`src/rtl/vic_pkg.sv`:
```
package vic_pkg;
  localparam int SLOT_W = 4;
  localparam int CTL_EN_BIT = 5;

  typedef enum logic [2:0] {
    RK_NONE, RK_VEC, RK_CTL, RK_ACT, RK_DEF
  } rd_kind_e;

  typedef struct packed {
    logic             rdEn;
    rd_kind_e         rdKind;
    logic             push;
    logic             pop;
    logic             wrVec;
    logic             wrCtl;
    logic             wrDef;
    logic [SLOT_W-1:0] slot;
  } vic_strb_t;
endpackage

```
`src/rtl/vic_ctrl.sv`:
```
module vic_ctrl
  import vic_pkg::*;
#(
  parameter int ADDR_W = 10
) (
  input  logic              clk,
  input  logic              rstN,
  input  logic              busRd,
  input  logic              busWr,
  input  logic [ADDR_W-1:0] busAddr,
  output vic_strb_t         strb
);
  localparam int BLK_W = ADDR_W - SLOT_W;
  localparam logic [BLK_W-1:0]  VEC_BLK  = BLK_W'(4);
  localparam logic [BLK_W-1:0]  CTL_BLK  = BLK_W'(8);
  localparam logic [ADDR_W-1:0] ACT_WORD = ADDR_W'(12);
  localparam logic [ADDR_W-1:0] DEF_WORD = ADDR_W'(13);

  logic prevRd, prevWr;
  logic rdEdge, wrEdge, inVec, inCtl, isAct, isDef;

  // Strobes held through reset stay ignored until seen low once.
  always_ff @(posedge clk) begin
    if (!rstN) begin
      prevRd <= 1'b1;
      prevWr <= 1'b1;
    end else begin
      prevRd <= busRd;
      prevWr <= busWr;
    end
  end

  always_comb begin
    rdEdge = busRd & ~prevRd;
    wrEdge = busWr & ~prevWr;
    inVec  = busAddr[ADDR_W-1:SLOT_W] == VEC_BLK;
    inCtl  = busAddr[ADDR_W-1:SLOT_W] == CTL_BLK;
    isAct  = busAddr == ACT_WORD;
    isDef  = busAddr == DEF_WORD;

    strb.rdEn  = rdEdge;
    strb.push  = rdEdge & isAct;
    strb.pop   = wrEdge & isAct;
    strb.wrVec = wrEdge & inVec;
    strb.wrCtl = wrEdge & inCtl;
    strb.wrDef = wrEdge & isDef;
    strb.slot  = busAddr[SLOT_W-1:0];
    if (inVec)      strb.rdKind = RK_VEC;
    else if (inCtl) strb.rdKind = RK_CTL;
    else if (isAct) strb.rdKind = RK_ACT;
    else if (isDef) strb.rdKind = RK_DEF;
    else            strb.rdKind = RK_NONE;
  end

  AST_ONE_SHOT_RD: assert property (@(posedge clk) disable iff (!rstN)
    (busRd && $past(busRd)) |-> !strb.rdEn);
  AST_ONE_SHOT_WR: assert property (@(posedge clk) disable iff (!rstN)
    (busWr && $past(busWr)) |-> !(strb.pop || strb.wrVec || strb.wrCtl || strb.wrDef));
endmodule

```
`src/rtl/vic_dp.sv`:
```
module vic_dp
  import vic_pkg::*;
#(
  parameter int NUM_SRC = 32,
  parameter int NUM_VEC = 16,
  parameter int DATA_W  = 32
) (
  input  logic               clk,
  input  logic               rstN,
  input  vic_strb_t          strb,
  input  logic [DATA_W-1:0]  busWdata,
  input  logic [NUM_SRC-1:0] pendRaw,
  input  logic [NUM_SRC-1:0] pendGated,
  output logic [DATA_W-1:0]  busRdata,
  output logic               irqOut
);
  localparam int SEL_W  = $clog2(NUM_SRC);
  localparam int PRIO_W = $clog2(NUM_VEC + 2);
  localparam logic [PRIO_W-1:0] IDLE    = PRIO_W'(NUM_VEC + 1);
  localparam logic [PRIO_W-1:0] DEF_LVL = PRIO_W'(NUM_VEC);

  logic [DATA_W-1:0]  vecAddr  [0:NUM_VEC];
  logic [7:0]         vecCtl   [0:NUM_VEC-1];
  logic [PRIO_W-1:0]  savedLvl [0:NUM_VEC];
  logic [PRIO_W-1:0]  prio;
  logic [NUM_SRC-1:0] prioMask [0:NUM_VEC+1];
  logic [NUM_SRC-1:0] slotBits [0:NUM_VEC-1];

  // Mask of level i: sources of all enabled slots more urgent than i.
  assign prioMask[0]         = '0;
  assign prioMask[NUM_VEC+1] = '1;
  for (genvar i = 0; i < NUM_VEC; i++) begin : g_mask
    assign slotBits[i] = vecCtl[i][CTL_EN_BIT]
                       ? (NUM_SRC'(1) << vecCtl[i][SEL_W-1:0]) : '0;
    assign prioMask[i+1] = prioMask[i] | slotBits[i];
  end

  logic              hitFound;
  logic [PRIO_W-1:0] hitIdx, nextLvl, actIdx;

  always_comb begin
    hitFound = 1'b0;
    hitIdx   = IDLE;
    for (int i = 0; i <= NUM_VEC; i++) begin
      if (!hitFound && (PRIO_W'(i) < prio) && (|(pendRaw & prioMask[i+1]))) begin
        hitFound = 1'b1;
        hitIdx   = PRIO_W'(i);
      end
    end
    nextLvl = hitFound ? hitIdx : prio;
    actIdx  = (nextLvl == IDLE) ? DEF_LVL : nextLvl;
  end

  always_ff @(posedge clk) begin
    if (!rstN) begin
      for (int k = 0; k <= NUM_VEC; k++) begin
        vecAddr[k]  <= '0;
        savedLvl[k] <= IDLE;
      end
      for (int k = 0; k < NUM_VEC; k++) vecCtl[k] <= '0;
      prio     <= IDLE;
      busRdata <= '0;
      irqOut   <= 1'b0;
    end else begin
      irqOut <= |(pendGated & prioMask[prio]);
      if (strb.wrVec) vecAddr[PRIO_W'(strb.slot)] <= busWdata;
      if (strb.wrDef) vecAddr[DEF_LVL] <= busWdata;
      if (strb.wrCtl) vecCtl[strb.slot] <= busWdata[7:0];
      if (strb.push && hitFound) begin
        savedLvl[hitIdx] <= prio;
        prio             <= hitIdx;
      end else if (strb.pop && prio != IDLE) begin
        prio <= savedLvl[prio];
      end
      if (strb.rdEn) begin
        case (strb.rdKind)
          RK_VEC:  busRdata <= vecAddr[PRIO_W'(strb.slot)];
          RK_CTL:  busRdata <= DATA_W'(vecCtl[strb.slot]);
          RK_ACT:  busRdata <= vecAddr[actIdx];
          RK_DEF:  busRdata <= vecAddr[DEF_LVL];
          default: busRdata <= '0;
        endcase
      end
    end
  end

  AST_PUSH_RAISES: assert property (@(posedge clk) disable iff (!rstN)
    (strb.push && hitFound) |=> (prio < $past(prio)));
  AST_IDLE_POP_HOLD: assert property (@(posedge clk) disable iff (!rstN)
    (strb.pop && prio == IDLE && !strb.push) |=> (prio == IDLE));
  AST_NO_PEND_LOW: assert property (@(posedge clk) disable iff (!rstN)
    (pendGated == '0) |=> !irqOut);
  AST_IDLE_ANY_HIGH: assert property (@(posedge clk) disable iff (!rstN)
    (prio == IDLE && pendGated != '0) |=> irqOut);
endmodule

```
`src/rtl/vec_prio_intc.sv`:
```
module vec_prio_intc
  import vic_pkg::*;
#(
  parameter int NUM_SRC = 32,
  parameter int NUM_VEC = 16,
  parameter int DATA_W  = 32,
  parameter int ADDR_W  = 10
) (
  input  logic               clk,
  input  logic               rstN,
  input  logic [NUM_SRC-1:0] pendRaw,
  input  logic [NUM_SRC-1:0] pendGated,
  input  logic               busRd,
  input  logic               busWr,
  input  logic [ADDR_W-1:0]  busAddr,
  input  logic [DATA_W-1:0]  busWdata,
  output logic [DATA_W-1:0]  busRdata,
  output logic               irqOut
);
  vic_strb_t strb;

  vic_ctrl #(.ADDR_W(ADDR_W)) u_ctrl (
    .clk(clk), .rstN(rstN), .busRd(busRd), .busWr(busWr),
    .busAddr(busAddr), .strb(strb)
  );

  vic_dp #(.NUM_SRC(NUM_SRC), .NUM_VEC(NUM_VEC), .DATA_W(DATA_W)) u_dp (
    .clk(clk), .rstN(rstN), .strb(strb), .busWdata(busWdata),
    .pendRaw(pendRaw), .pendGated(pendGated),
    .busRdata(busRdata), .irqOut(irqOut)
  );
endmodule

```
`config.mk`:
```
export PLATFORM = sky130hd
export DESIGN_NAME = vec_prio_intc
export DESIGN_NICKNAME = d
export VERILOG_FILES = /design/src/rtl/vic_pkg.sv /design/src/rtl/vic_ctrl.sv /design/src/rtl/vic_dp.sv /design/src/rtl/vec_prio_intc.sv
export SDC_FILE = /design/constraint.sdc
export NUM_CORES = 2
export LEC_CHECK = 0
export BUFFER_PORTS_ARGS = -buffer_cell sky130_fd_sc_hd__buf_2
export CAP_MARGIN = 20
export CORE_AREA = 2 2 261 520
export DETAILED_ROUTE_END_ITERATION = 10
export DIE_AREA = 0 0 263 522
export HOLD_SLACK_MARGIN = 0.08
export PLACE_DENSITY_LB_ADDON = 0.1
export SYNTH_ARGS = -nofsm -noshare
export SYNTH_HDL_FRONTEND = slang
export SYNTH_SLANG_ARGS = --single-unit
```
`constraint.sdc`:
```
create_clock -name clk -period 6 [get_ports clk]
set_input_delay 0.9 -clock clk [delete_from_list [all_inputs] [get_ports clk]]
set_output_delay 0.9 -clock clk [all_outputs]
set_load 0.02 [all_outputs]
```
==> results.py, run 1 <==
metrics = {
    "place": {
        "placed_area_um2": 90990,
        "placed_cells": 9776,
        "gp_congestion": 1.320,
        "dpl.hpwl_um": 330400,
        "port_buffers": 142,
    },
    "logic_synthesis": {
        "syn_inst": 6626,
        "synth_area_leaders": "edfxtp_1, mux4_2, and2_1",
        "avgSynthCellArea_um2": 11.59,
        "ys_seq_area_share_pct": 52.29,
        "ys_ff_latch": 1352,
        "synth_top_area_cell": "edfxtp_1",
        "async_flop_share_pct": 0,
        "synth_top_cell_area_share_pct": 51.11,
        "syn_area_um2": 76790,
        "synth-edff-count": 1307,
        "yosys_warnings": 0,
        "synth_cell_type_count": 102,
        "ys.flop_type": "edfxtp_1",
    },
    "cts": {
        "htreeDepth": 3,
        "cts_buffers": 107,
        "cts.path.max_buffers": 3,
        "cts_root_buffer": "clkbuf_16",
        "clock_sinks": 1352,
    },
    "global_routing": {
        "grt_start_max_net_pins": 122,
        "grt_pass1_wl_um": 952600,
        "grt_remaining_overflow": 6393,
        "grt_util_all_layers_pct": 93.64,
        "first_global_vias": 104800,
    },
    "die": {
        "start_util_pct": 57.47,
        "ios": 143,
        "die_w_um": 263,
        "rows": 190,
        "die_h_um": 522,
    },
    "run_status": {
        "stop_stage": "global routing (5_1_grt)",
        "firstError": "[ERROR GRT-0116] Global routing finished with congestion. Check the congestion regions in the DRC Viewer.",
        "status": "stopped before the end",
    },
}
through the flow:
| step | setup WS, ns | hold slack, ns |
|---|---|---|
| after floorplan | 0.4210 | 0.5759 |
| after global placement | -0.5322 | 0.5900 |
| after detailed placement | -0.8201 | 0.6205 |
| after CTS | -0.05618 | 0.4180 |
cells in the mapped netlist, types with 52 or more instances:
cell type and number:
and2_1 667, nand4_1 79, o21ai_0 386, a222oi_1 55, nand3_1 95, clkbuf_1 479, mux4_2 251, nor3_1 155
nor4_1 58, nand2_1 267, buf_2 52, a221oi_1 75, a211oi_1 57, nand2b_1 84, o22ai_1 288, edfxtp_1 1307
nor2_1 539, or2_2 53, mux2i_1 359, o31ai_1 95, or3_1 63, and3_1 64, a21oi_1 108, o2111ai_1 63
cell families after synthesis:
group,share of synthesized area [%]
flip-flops,52.29
AND/OR/NAND/NOR,16.97
buffers and inverters,3.515
multiplexers,12.64
other,0.009780
AO/OA/AOI/OAI,14.58
layer usage:
layer	GRT usage, %	GRT overflow
met1	87.71	93
met2	112.0	4232
met3	78.58	124
met4	103.1	1934
met5	47.53	10
what timing repair did:
action,CTS
gates resized for setup,307
setup endpoints to repair,169
pin swaps,88
gates cloned,9
hold endpoints to repair,0
buffers inserted,123
hold buffers,0
==> run 2: changes to the inputs <==
- CORE_AREA: 2 2 261 520 -> 2 2 442 444
- DIE_AREA: 0 0 263 522 -> 0 0 444 446
- HOLD_SLACK_MARGIN: 0.08 -> unset
- PLACE_DENSITY_LB_ADDON: 0.1 -> 0.15
- clock period: 6 -> 7.8 ns (I/O delays scaled with it)
==> run 2 against run 1 <==
  * The run now ends clean
  * Synthesized area stayed put
  * Synthesized cell count unchanged
==> results.py, run 2 <==
metrics = {
    "run": {
        "cap_violations": 0,
    },
    "worst_setup_path": {
        "endpoint": "u_dp.busRdata[9]$_SDFFE_PN0P_",
        "critPathMaxFanout": 16,
        "critPathArrivalTime_ns": 8.47,
        "reg2reg_from": "u_dp.vecCtl[2][0]$_SDFFCE_PN0P_",
        "cp.required_ns": 8.53,
        "startpoint_type": "flip-flop",
        "startpoint": "u_dp.vecCtl[2][0]$_SDFFCE_PN0P_",
        "r2r_end": "u_dp.busRdata[9]$_SDFFE_PN0P_",
        "crit_type": "flip-flop to flip-flop",
        "critPathCaptureType": "flip-flop",
        "rrSetupSlack_ns": 0.06,
        "rr_worst_depth": 21,
    },
    "drt": {
        "remaining_drc_errors": 0,
        "post_drt_wl_per_cell_um": 38.28,
        "vias": 66280,
        "drt-total-wl_um": 387100,
        "ant_nets": 0,
        "viasPerCell": 6.555,
        "drt_pass1_iterations": 8,
        "first_iter_violations": 10220,
    },
    "finish": {
        "final_net_count": 7543,
        "layout_top_registers": "u_dp.vecAddr: 1019 flops, u_dp.savedLvl: 160 flops, u_dp.vecCtl: 128 flops",
        "top_register": "u_dp.vecAddr",
        "largest_reg_flops": 1019,
        "final_common_cell": "edfxtp_1",
        "fin_cells": 10110,
        "fill_cells": 17950,
        "design_area_um2": 90780,
        "drive_gt1_share_pct": 18.14,
        "layout_common_cells": "edfxtp_1, and2_1, conb_1, nor2_1, buf_4",
        "syn_to_final_growth_pct": 18.22,
    },
    "logic_synthesis": {
        "ys.flop_type": "edfxtp_1",
        "synth_cell_type_count": 102,
        "yosys.area_share.xor_xnor_pct": 0,
        "synth_compound_area_share_pct": 14.58,
        "synth.most_common_cell": "edfxtp_1",
        "yosys.area_share.simple_pct": 16.97,
        "syn_area_um2": 76790,
        "synth_top_family_by_area": "simple AND/OR/NAND/NOR gates",
        "syn_inst": 6626,
        "synth_mux_area_share_pct": 12.64,
        "avgSynthCellArea_um2": 11.59,
        "synth_top_area_cell": "edfxtp_1",
        "synth_area_leaders": "edfxtp_1, mux4_2, and2_1",
        "synth-edff-count": 1307,
        "synth.top_cells.by_count": "edfxtp_1, and2_1, nor2_1",
        "synth_top_cell_area_share_pct": 51.11,
        "ys_seq_area_share_pct": 52.29,
        "yosys_warnings": 0,
        "async_flop_share_pct": 0,
        "synthAdderAreaFrac_pct": 0,
        "ys_ff_latch": 1352,
    },
    "place": {
        "placed_area_um2": 85880,
        "gp_congestion": 1.140,
        "placed_cells": 9810,
        "dpl.hpwl_um": 279500,
        "port_buffers": 142,
    },
    "cts": {
        "cts_hold_buf": 0,
        "cts_tree": "yes",
        "cts_buffers": 149,
        "clk_pin_slew_ns": 0.06,
        "cts.path.max_buffers": 3,
        "clock_sinks": 1352,
        "cts_resized": 0,
        "post_cts_buffers": 0,
        "cts_root_buffer": "clkbuf_16",
        "clk_latency_ns": 0.84,
        "htreeDepth": 4,
    },
    "pwr": {
        "worst_ir_drop_vdd_mv": 0.1920,
        "powerDensity_nw_per_um2": 207.5,
        "p_leak_uw": 0.03366,
    },
    "global_routing": {
        "grt_remaining_overflow": 0,
        "grt_pass1_wl_um": 524700,
        "antenna_found_initial": 30,
        "grt_util_all_layers_pct": 38.29,
        "grt_start_max_net_pins": 94,
        "first_global_vias": 63410,
    },
    "die": {
        "die_w_um": 444,
        "ios": 143,
        "rows": 162,
        "die_h_um": 446,
        "start_util_pct": 39.67,
        "dieArea_um2": 198000,
        "coreArea_um2": 193600,
    },
    "sta": {
        "rsz0062_at_grt": "no",
        "finalCriticalPeriod_ns": 7.736,
        "fin_worst_skew_ns": 0.05835,
        "setup-violations-final": 0,
        "hold_violations": 0,
        "tns_ns": 0,
        "whs_ns": 0.6270,
        "worst_slew_pin_slew_ns": 1.405,
        "slew_headroom_pct": 6.309,
        "final_max_slew_viol_count": 0,
        "period_share_pct": 99.18,
        "fmax_mhz": 129.3,
    },
    "run_status": {
        "status": "finished clean",
    },
    "hold_path": {
        "min_path_type": "input port to flip-flop",
    },
}
==> run 2: cell counts after synthesis <==
Identical to the previous run, type by type.
==> run 2: logic make-up after synthesis <==
family | count (synthesis)
AND/OR/NAND/NOR | 2363
AO/OA/AOI/OAI | 1602
flip-flops | 1352
buffers and inverters | 656
multiplexers | 651
other | 2
==> run 2: final cells by class <==
| cell class | count | area [µm²] | share of cell area (%) |
|---|---|---|---|
| flip-flops and latches | 1352 | 40160 | 44.24 |
| clock inverters | 55 | 593.1 | 0.6533 |
| multi-input cells | 5168 | 36470 | 40.17 |
| diodes | 13 | 32.53 | 0.03584 |
| well taps | 2542 | 3181 | 3.504 |
| repair buffers | 711 | 5991 | 6.600 |
| inverters | 51 | 191.4 | 0.2109 |
| clock buffers | 220 | 4160 | 4.583 |
==> run 2: report_power, final <==
group          internal, µW  total (µW)  switching, µW
registers              8290        8430            139
clock network          4040        6990           2950
logic                  1320        3420           2100
==> run 2: routing by layer <==
layer | up-vias | GRT usage (%) | share of wire [%]
met4 | 16 | 25.81 | 8.2
met3 | 1268 | 8.790 | 9.6
met5 | - | 0 | 0.026
li1 | 27180 | - | -
met2 | 4500 | 59.22 | 45
met1 | 33320 | 47.93 | 38
==> run 2: worst min path at each step <==
stage               cells past startpoint                             end                          startpoint
finish                                  2        u_ctrl.prevRd$_SDFF_PN1_                               busRd
CTS                                     2        u_ctrl.prevRd$_SDFF_PN1_                               busRd
detailed placement                      3  u_dp.busRdata[15]$_SDFFE_PN0P_  u_dp.vecAddr[16][15]$_SDFFCE_PN0P_
floorplan                               3  u_dp.busRdata[19]$_SDFFE_PN0P_  u_dp.vecAddr[16][19]$_SDFFCE_PN0P_
global route                            2        u_ctrl.prevRd$_SDFF_PN1_                               busRd
global placement                        3  u_dp.busRdata[15]$_SDFFE_PN0P_  u_dp.vecAddr[16][15]$_SDFFCE_PN0P_
==> run 2: critical path: stages (launching register included) <==
cell and delay, ns:
edfxtp_1 0.53, nand2_1 0.56, buf_4 0.24, o22ai_1 0.20
or3_1 0.65, or3_1 0.67, nor4_1 0.82, o2111ai_1 0.39
nor2_1 0.44, buf_4 0.21, a31o_2 0.17, nand4b_1 0.16
or2_1 0.29, o22ai_4 0.18, and2b_4 0.25, buf_12 0.24
buf_12 0.21, mux2i_1 0.16, a2bb2oi_1 0.34, o2111ai_1 0.16
a2111oi_1 0.57, a221o_1 0.19
==> run 2: metrics by stage <==
step                setup slack (ns)  utilization (%)  power [µW]
floorplan                      2.221                -       10240
global placement              0.1055            44.32       11900
detailed placement            0.1984            44.37       11910
CTS                           0.1671            46.82       18870
global route                 0.01949            46.88       19350
finish                       0.06415            46.89       18840
Power figures use the tool's default switching activity.
